File: src/rtl/hs_serial_tx.sv
module hs_serial_tx #(
  parameter int DEPTH = 64,
  parameter int OSR   = 14,
  parameter int DIV_W = 8,
  parameter int LVL_W = 8
) (
  input  logic             clk,
  input  logic             rst_n,
  input  logic             wr_en,
  input  logic [7:0]       wr_data,
  input  logic [1:0]       thr_sel,
  input  logic [DIV_W-1:0] rate_div,
  input  logic             brk_force,
  input  logic             cts_en,
  input  logic             cts_inv,
  input  logic             cts_in,
  output logic             txd,
  output logic [LVL_W-1:0] tx_level,
  output logic             tx_req
);

  localparam int AW    = $clog2(DEPTH);
  localparam int CW    = AW + 1;
  localparam int SW    = $clog2(OSR);
  localparam int FRAME = 10;
  localparam int BW    = $clog2(FRAME);

  logic [7:0]       mem [DEPTH];
  logic [AW-1:0]    wptr, rptr;
  logic [CW-1:0]    cnt;
  logic [CW-1:0]    thr_val;
  logic [DIV_W-1:0] pcnt;
  logic [SW-1:0]    sub;
  logic [BW-1:0]    bidx;
  logic [FRAME-1:0] shreg;
  logic             busy;

  wire full    = (cnt == CW'(DEPTH));
  wire push_ok = wr_en && !full;
  wire tick    = (pcnt >= rate_div);
  wire cts_ok  = !cts_en || (cts_in != cts_inv);
  wire can_go  = (cnt != '0) && cts_ok && !brk_force;
  wire last    = busy && (sub == SW'(OSR - 1)) && (bidx == BW'(FRAME - 1));
  wire pop     = tick && (!busy || last) && can_go;

  always_comb begin
    case (thr_sel)
      2'd0:    thr_val = CW'(0);
      2'd1:    thr_val = CW'(4);
      2'd2:    thr_val = CW'(8);
      default: thr_val = CW'(16);
    endcase
  end

  assign tx_req   = (cnt <= thr_val);
  assign tx_level = {{(LVL_W - CW){1'b0}}, cnt};

  always_ff @(posedge clk) begin
    if (push_ok) mem[wptr] <= wr_data;
  end

  always_ff @(posedge clk or negedge rst_n) begin
    if (!rst_n) begin
      wptr <= '0;
      rptr <= '0;
      cnt  <= '0;
    end else begin
      if (push_ok) wptr <= wptr + 1'b1;
      if (pop)     rptr <= rptr + 1'b1;
      cnt <= cnt + CW'(push_ok) - CW'(pop);
    end
  end

  always_ff @(posedge clk or negedge rst_n) begin
    if (!rst_n) pcnt <= '0;
    else        pcnt <= tick ? '0 : pcnt + 1'b1;
  end

  always_ff @(posedge clk or negedge rst_n) begin
    if (!rst_n) begin
      busy  <= 1'b0;
      sub   <= '0;
      bidx  <= '0;
      shreg <= '1;
    end else if (tick) begin
      if (!busy || last) begin
        if (can_go) begin
          busy  <= 1'b1;
          shreg <= {1'b1, mem[rptr], 1'b0};
          sub   <= '0;
          bidx  <= '0;
        end else begin
          busy <= 1'b0;
        end
      end else if (sub == SW'(OSR - 1)) begin
        sub   <= '0;
        bidx  <= bidx + 1'b1;
        shreg <= {1'b1, shreg[FRAME-1:1]};
      end else begin
        sub <= sub + 1'b1;
      end
    end
  end

  always_ff @(posedge clk or negedge rst_n) begin
    if (!rst_n) txd <= 1'b1;
    else        txd <= brk_force ? 1'b0 : (busy ? shreg[0] : 1'b1);
  end

  AST_LEVEL_BOUND: assert property (@(posedge clk) disable iff (!rst_n)
    cnt <= CW'(DEPTH));
  AST_FULL_DROP: assert property (@(posedge clk) disable iff (!rst_n)
    (full && wr_en && !pop) |=> (cnt == CW'(DEPTH)) && $stable(wptr));
  AST_IDLE_HIGH: assert property (@(posedge clk) disable iff (!rst_n)
    (!busy && !brk_force) |=> txd);
  AST_CTS_BLOCK: assert property (@(posedge clk) disable iff (!rst_n)
    (!busy && cts_en && (cts_in == cts_inv)) |=> !busy);
  AST_BREAK_LOW: assert property (@(posedge clk) disable iff (!rst_n)
    brk_force |=> !txd);
  AST_BREAK_NO_START: assert property (@(posedge clk) disable iff (!rst_n)
    (!busy && brk_force) |=> !busy);

endmodule

File: config.mk
export PLATFORM = sky130hd
export DESIGN_NAME = hs_serial_tx
export DESIGN_NICKNAME = d
export VERILOG_FILES = /design/src/rtl/hs_serial_tx.sv
export SDC_FILE = /design/constraint.sdc
export NUM_CORES = 1
export LEC_CHECK = 0
export BUFFER_PORTS_ARGS = -buffer_cell sky130_fd_sc_hd__buf_2
export CAP_MARGIN = 10
export CORE_ASPECT_RATIO = 0.8
export CORE_MARGIN = 5
export CORE_UTILIZATION = 60
export CTS_CLUSTER_SIZE = 40
export DETAILED_ROUTE_END_ITERATION = 7
export MAX_ROUTING_LAYER = met4
export PLACE_DENSITY = 0.76
export SETUP_SLACK_MARGIN = 0.5
export SLEW_MARGIN = 40
export SYNTH_ARGS = -nofsm -noshare
export SYNTH_HDL_FRONTEND = slang
export SYNTH_SLANG_ARGS = --single-unit
File: constraint.sdc
create_clock -name clk -period 5.5 [get_ports clk]
set_input_delay 1.375 -clock clk [delete_from_list [all_inputs] [get_ports clk]]
set_output_delay 1.375 -clock clk [all_outputs]
set_load 0.01 [all_outputs]
==> impl_results.md, run 1 <==
* TritonCTS clock tree: built
* Crit Path Max Fanout at 6
* Setup CP Type: in2reg
* DRT Pass-1 Iters at 5
* Max Slew Vio Count at 0
* Sequential-to-total area share from yosys stat at 0.727
* Count of nets left with antenna violations after detail routing at 0
* Maximum clock frequency at 247 MHz
* Clock Sink Count at 558
* Clock skew after layout at 0.0105 ns
* Remaining Overflow, GRT at 0
* Total instance count after detailed placement at 1,732
* Tightest slew margin relative to the limit at 0.434
* Die H at 184 µm
* Post-layout power at 11.4 mW
* Final critical delay including setup and external delays at 4.05 ns
* Starting density of the core at 0.610
* Clock tree root driver cell: clkbuf_16
* Die Area at 42,000 µm²
* Setup WS pre-CTS at 0.849 ns
* Tcrit/Tclk final at 0.736
* PnR worst setup slack at 1.45 ns
* Pin count of the biggest net entering global routing at 75
* Number of CTS-inserted buffers at 50
* Final weighted congestion in routability-driven placement at 0.920
* Netlist Area Pre-Place at 22,800 µm²
* Nets at 1,352
* Overall via count from detail_route at 11,900
* Antenna violations before repair at 0
* IO buf count at 33
* Post-synthesis instance total at 1,256
* Clock latency reported for the late side of the worst-skew pair at 0.57 ns
* Area added between synthesis and finish at 9.33%
* Maximum vdd drop at 0.344 mV
* Required arrival time at the worst endpoint at 6.00 ns
* Capturing element type of the critical path: register
* Core utilization of the finished layout at 0.667
* Post-synth EDFFs at 512
* Maximum root-to-sink buffer count at 3
* Average routed wire per standard cell at 27.9 µm
* Net count after synthesis at 1,310
* Synthesized area divided by synthesized cell count at 18.1 µm²
* Fraction of final layout cells with drive strength greater than 1 at 0.197
* N_diodes at 0
* Distinct cells, synth at 66
* Total routed wirelength at 50,900 µm
* Vias in the first global route at 11,800
* Min Hold Slack at 0.472 ns
* First-pass GRT wire length at 76,000 µm
* Overall routing resource usage at 0.251
* Filler cell count at 2,432
* Final standard cell area without fillers at 24,900 µm²
* P per Cell Area at 460 nW/µm²
* Final standard cell count with taps included and fillers excluded at 1,824
* Count of state elements after synthesis at 558
* Commonest non-fill, non-tap cell in the layout: edfxtp_1
* Io pins at 35
* Tightest Hold Check Type: reg2reg
* Crit path DAT at 4.54 ns
* Post-CTS clock slew at the launch and capture registers of the worst setup and hold paths at 0.06 ns
* Iter 0 DRT Violations at 1,501
* Total cell area at the placement stage at 23,300 µm²
* Unrepaired setup endpoints after global routing: false
* Result of the run: completed
* Most frequent cells in the layout: edfxtp_1 (512), mux4_2 (90), nor2_1 (80)
* Floorplan core area at 37,300 µm²
* Post-DP HPWL at 31,300 µm
* Number of max-cap violations at 0
* DRC violations left at 0
* Final setup violation count at 0
* Ratio of routed vias to standard cells at 6.54
* Main flop type after synthesis: edfxtp_1
* Share of synthesized flip-flops with an asynchronous set or reset at 0.0824
* Number of placement rows at 63
* Final hold vios at 0
* Pin slew with the least headroom to its limit at 0.846 ns
* Worst R2R Setup Slack at 1.57 ns
* Leakage component of the power at 8.21 nW
* Post-CTS resize count at 0
* Number of levels the H-tree was split into at 2
* Number of setup buffers added after CTS at 0
* Ys Warns at 0
* Die Span X at 228 µm
* TNS Setup at 0 ns
* Number of hold buffers added after cts at 0
* Kind of start point of the critical path: primary input
-- state kept, by name, summed over array words and instances (netlist names) --
signal  count
txd         1
cnt         7
bidx        4
busy        1
pcnt        8
rptr        6
mem       512
shreg       9
sub         4
wptr        6
-- synthesized netlist by cell type (13+ instances only) --
cell type  count  share of area
mux2i_1       75          0.033
mux4_2        90          0.089
inv_1         29         0.0048
a21oi_1       35         0.0077
o21ai_0       24         0.0053
nand2_1       39         0.0064
dfrtp_1       36          0.040
ha_1          28          0.015
a22oi_1       38          0.013
o31ai_1       13         0.0043
buf_6         14         0.0069
clkbuf_1      18         0.0030
nor2_1       100          0.016
edfxtp_1     512           0.68
nand3_1       37         0.0081
-- power by group --
group	leakage (nW)	switching (mW)	internal, mW
clock network	0.756	1.50	1.82
logic	2.31	1.67	1.22
registers	5.15	0.304	4.93
-- worst paths after layout --
check,start,endpoint,cells past startpoint
worst max-delay path,rate_div[0],cnt[6],17
worst min register to register,shreg[1],shreg[0],2
min in group asynchronous,rst_n,pcnt[7],2
worst max register to register,sub[1],cnt[6],16
worst min-delay path,shreg[1],shreg[0],2
max in group asynchronous,rst_n,rptr[1],2
-- area by class of cell --
class | instances | area [µm²] | share of cell area
repair buffers | 53 | 363 | 0.0146
clock inverters | 32 | 250 | 0.0101
inverters | 30 | 113 | 0.00452
multi-input cells | 605 | 5720 | 0.230
flip-flops and latches | 558 | 16500 | 0.665
clock buffers | 59 | 1280 | 0.0516
well taps | 487 | 609 | 0.0245
-- logic make-up after synthesis --
family          after synthesis  synth area share
fa+ha+maj                    29            0.0163
buf+inv                      93            0.0250
simple gates                229            0.0463
xor+xnor                     21           0.00808
other cells                   1          0.000165
compound gates              150            0.0453
flops                       558             0.727
mux                         175             0.132
-- critical path: stages --
cell and delay [ns]:
buf_2 0.10, ha_1 0.27, nand2b_1 0.15, a21o_1 0.18
a2111oi_2 0.43, o31a_1 0.21, nor2_1 0.14, ha_1 0.31
inv_1 0.04, ha_1 0.20, fa_1 0.44, a21oi_1 0.14
nor2_1 0.06, o21ai_0 0.15, a21oi_1 0.09, nor2_1 0.11
xor2_1 0.15
-- per-layer routing --
metal / up-vias / wire, µm / GRT usage
li1: 5085 / - / -
met2: 675 / 23800 / 0.379
met1: 6081 / 20300 / 0.348
met3: 92 / 5450 / 0.0671
met4: 0 / 1280 / 0.0677
met5: - / 0 / -
No activity file was read; power rests on OpenSTA's default activity.
==> run 2: changes to the inputs <==
--- a/config.mk
+++ b/config.mk
@@ -9,11 +9,11 @@
 export CAP_MARGIN = 10
 export CORE_ASPECT_RATIO = 0.8
 export CORE_MARGIN = 5
-export CORE_UTILIZATION = 60
+export CORE_UTILIZATION = 56
 export CTS_CLUSTER_SIZE = 40
 export DETAILED_ROUTE_END_ITERATION = 7
 export MAX_ROUTING_LAYER = met4
-export PLACE_DENSITY = 0.76
+export PLACE_DENSITY = 0.75
 export SETUP_SLACK_MARGIN = 0.5
 export SLEW_MARGIN = 40
 export SYNTH_ARGS = -nofsm -noshare
==> constraint.sdc (replaced) <==
create_clock -name clk -period 3.4 [get_ports clk]
set_input_delay 0.85 -clock clk [delete_from_list [all_inputs] [get_ports clk]]
set_output_delay 0.85 -clock clk [all_outputs]
set_load 0.01 [all_outputs]
==> run 2 against run 1 <==
Power increased by 72%; die area increased by 6.8%; hold slack got worse by 0.13 ns; utilization shrank 2.1 points; critical path depth is the same; sequential cell count did not move; combinational power increased by 84%; critical path type is now reg2reg; highest routed layer unchanged.
==> impl_results.md, run 2 (synthesis gave the netlist of run 1 again) <==
* DRC violations left at 0 (unchanged)
* Final weighted congestion in routability-driven placement at 0.892 (-3.1%)
* Io pins at 35 (unchanged)
* Overall routing resource usage at 0.246 (-0.00482)
* Vias in the first global route at 12,700 (+7.3%)
* Setup CP Type: reg2reg
* Die H at 190 µm (+3.3%)
* Ratio of routed vias to standard cells at 6.30 (-3.8%)
* Die Area at 44,800 µm² (+6.8%)
* TNS Setup at 0 ns (unchanged)
* Final setup violation count at 0 (unchanged)
* Unrepaired setup endpoints after global routing: true
* Number of CTS-inserted buffers at 51 (+2.0%)
* Min Hold Slack at 0.338 ns (-0.134 ns)
* Required arrival time at the worst endpoint at 3.90 ns (-2.10 ns)
* Final hold vios at 0 (unchanged)
* Area added between synthesis and finish at 14.7%
* Number of hold buffers added after cts at 0 (unchanged)
* Leakage component of the power at 8.94 nW (+8.8%)
* Largest registers in the final layout: mem (512), shreg (9), pcnt (8)
* Iter 0 DRT Violations at 1,908 (+27%)
* Floorplan core area at 40,400 µm² (+8.3%)
* Antenna violations before repair at 1 (+1)
* Count of nets left with antenna violations after detail routing at 0 (unchanged)
* Tcrit/Tclk final at 0.920
* Crit path DAT at 3.63 ns (-0.91 ns)
* Pin slew with the least headroom to its limit at 0.833 ns (-0.0123 ns)
* Commonest non-fill, non-tap cell in the layout: edfxtp_1
* Most Frequent Cell on Critical Path: ha_4
* Pin count of the biggest net entering global routing at 65 (-13%)
* TritonCTS clock tree: built
* Remaining Overflow, GRT at 0 (unchanged)
* Result of the run: completed
* Number of max-cap violations at 0 (unchanged)
* Core utilization of the finished layout at 0.647 (-0.0209)
* Total routed wirelength at 54,100 µm (+6.4%)
* IO buf count at 33 (unchanged)
* Filler cell count at 2,659 (+9.3%)
* Met3 layer wire length in the routed design at 6010 µm (+10%)
* P per Cell Area at 751 nW/µm² (+63%)
* Tightest slew margin relative to the limit at 0.444 (+0.0103)
* Maximum clock frequency at 320 MHz
* Metal2 WL at 24,000 µm (+0.70%)
* Largest incremental delay on the critical path at 0.39 ns (-0.05 ns)
* Maximum vdd drop at 0.401 mV (+17%)
* Flip-flop count of the largest register after layout at 512 (unchanged)
* Post-CTS clock slew at the launch and capture registers of the worst setup and hold paths at 0.07 ns (about the same)
* Max stage delay cell, worst path: dfrtp_1
* Nets at 1,472 (+8.9%)
* Overall via count from detail_route at 12,600 (+5.7%)
* Maximum root-to-sink buffer count at 3 (unchanged)
* Final critical delay including setup and external delays at 3.13 ns
* Starting density of the core at 0.564 (-0.0468)
* Capturing element type of the critical path: register
* Max Slew Vio Count at 0 (unchanged)
* Clock tree root driver cell: clkbuf_16
* Clock latency reported for the late side of the worst-skew pair at 0.58 ns (about the same)
* Clock skew after layout at 0.0193 ns (+0.00879 ns)
* Most frequent cells in the layout: edfxtp_1 (512), buf_4 (132), nor2_1 (97)
* Top Layer Used: met4
* Fraction of final layout cells with drive strength greater than 1 at 0.264 (+0.0664)
* Clock Sink Count at 558 (unchanged)
* Post-DP HPWL at 34,700 µm (+11%)
* Tightest Hold Check Type: in2async
* Average routed wire per standard cell at 27.0 µm (-3.1%)
* Wl on met1 at 22,600 µm (+11%)
* Number of levels the H-tree was split into at 2 (unchanged)
* Kind of start point of the critical path: register
* Critical Path, Cell by Cell: inv_2, ha_4, nand2b_4, a21o_1, a2111oi_4, o31a_1, nor2_4, ha_4, inv_2, ha_4, fa_2, a21oi_2, nor2_2, o21ai_2, a21oi_1, nor2_1, xor2_1
* Number of placement rows at 66 (+4.8%)
* DRT Pass-1 Iters at 5 (unchanged)
* Storage cell area at 16,500 µm² (about the same)
* Area used by multi-input combinational logic at 5760 µm² (+0.79%)
* Number of cell instances on the worst register-to-register path at 17 (+1)
* Crit Path Max Fanout at 2 (-4)
* N_diodes at 0 (unchanged)
* First-pass GRT wire length at 80,700 µm (+6.1%)
* Largest Register: mem
* Die Span X at 235 µm (+3.4%)
==> run 2: changes by cell type in the layout (fill, tap and decap cells not counted), moves of 3 or more <==
cell / before / now
ha_4: 0 / 4
clkbuf_8: 0 / 3
a21oi_1: 35 / 32
buf_2: 29 / 32
ha_1: 28 / 24
clkbuf_16: 50 / 56
buf_4: 21 / 132
nor2_1: 80 / 97
inv_1: 29 / 26
nor2_2: 20 / 2
inv_2: 1 / 4
clkbuf_1: 9 / 5
a21oi_2: 0 / 3
buf_12: 3 / 7
==> run 2: cell type report <==
cell class	instances	area share
Clock buffer	64	0.0560
Clock inverter	30	0.00915
Inverter	30	0.00431
Multi-Input combinational cell	605	0.221
Sequential cell	558	0.634
Tap cell	544	0.0261
Timing Repair Buffer	172	0.0499
==> run 2: path summary, 6_finish.rpt <==
kind | startpoint | endpoint | slack, ns
setup / recovery | pcnt[0] | cnt[6] | 0.27
hold / removal | rst_n | wptr[0] | 0.34
setup reg to reg | pcnt[0] | cnt[6] | 0.27
hold reg to reg | shreg[0] | txd | 0.47
max in group asynchronous | rst_n | txd | 2.29
min in group clk | brk_force | txd | 0.43
==> run 2: routing by layer <==
metal	vias up	GRT usage
li1	5323	-
met1	6418	0.365
met2	745	0.355
met3	126	0.0554
met4	0	0.0618
met5	-	-
==> run 2: critical path: cells and delay by family, from the launching register on <==
| kind | cells | cell delay, ns |
|---|---|---|
| xor gates and xnor gates | 1 | 0.15 |
| buffers and inverters | 2 | 0.11 |
| adders and majority gates | 4 | 0.95 |
| DFF | 1 | 0.39 |
| and+or+nand+nor | 4 | 0.39 |
| AOI/OAI and AO/OA | 6 | 1.08 |
==> run 2: repair_timing <==
action	in CTS	in global routing
gates cloned	0	0
endpoints found under the hold margin	0	0
setup buffers	8	4
pin swaps	11	12
gates resized for setup	4	5
endpoints found under the setup margin	87	185
==> run 2: report_power, final <==
part / leakage (nW) / internal (mW) / switching, mW
Combinational: 2.94 / 2.38 / 2.94
Sequential: 5.15 / 7.97 / 0.485
Clock: 0.848 / 3.34 / 2.50
Total: 8.94 / 13.7 / 5.93
==> run 2: metrics by stage <==
| stage | power (mW) | worst slack, ns | instance area, µm² | cells |
|---|---|---|---|---|
| final | 19.6 | 0.272 | 26100 | 2003 |
| after global routing | 20.3 | 0.0640 | 26100 | 2003 |
| after CTS | 19.5 | 0.153 | 26000 | 1999 |
| after detailed placement | 13.6 | -0.331 | 24300 | 1897 |
| after global placement | 13.5 | -0.222 | 24300 | 1897 |
| after floorplan | 12.0 | -0.0287 | 22800 | 1256 |
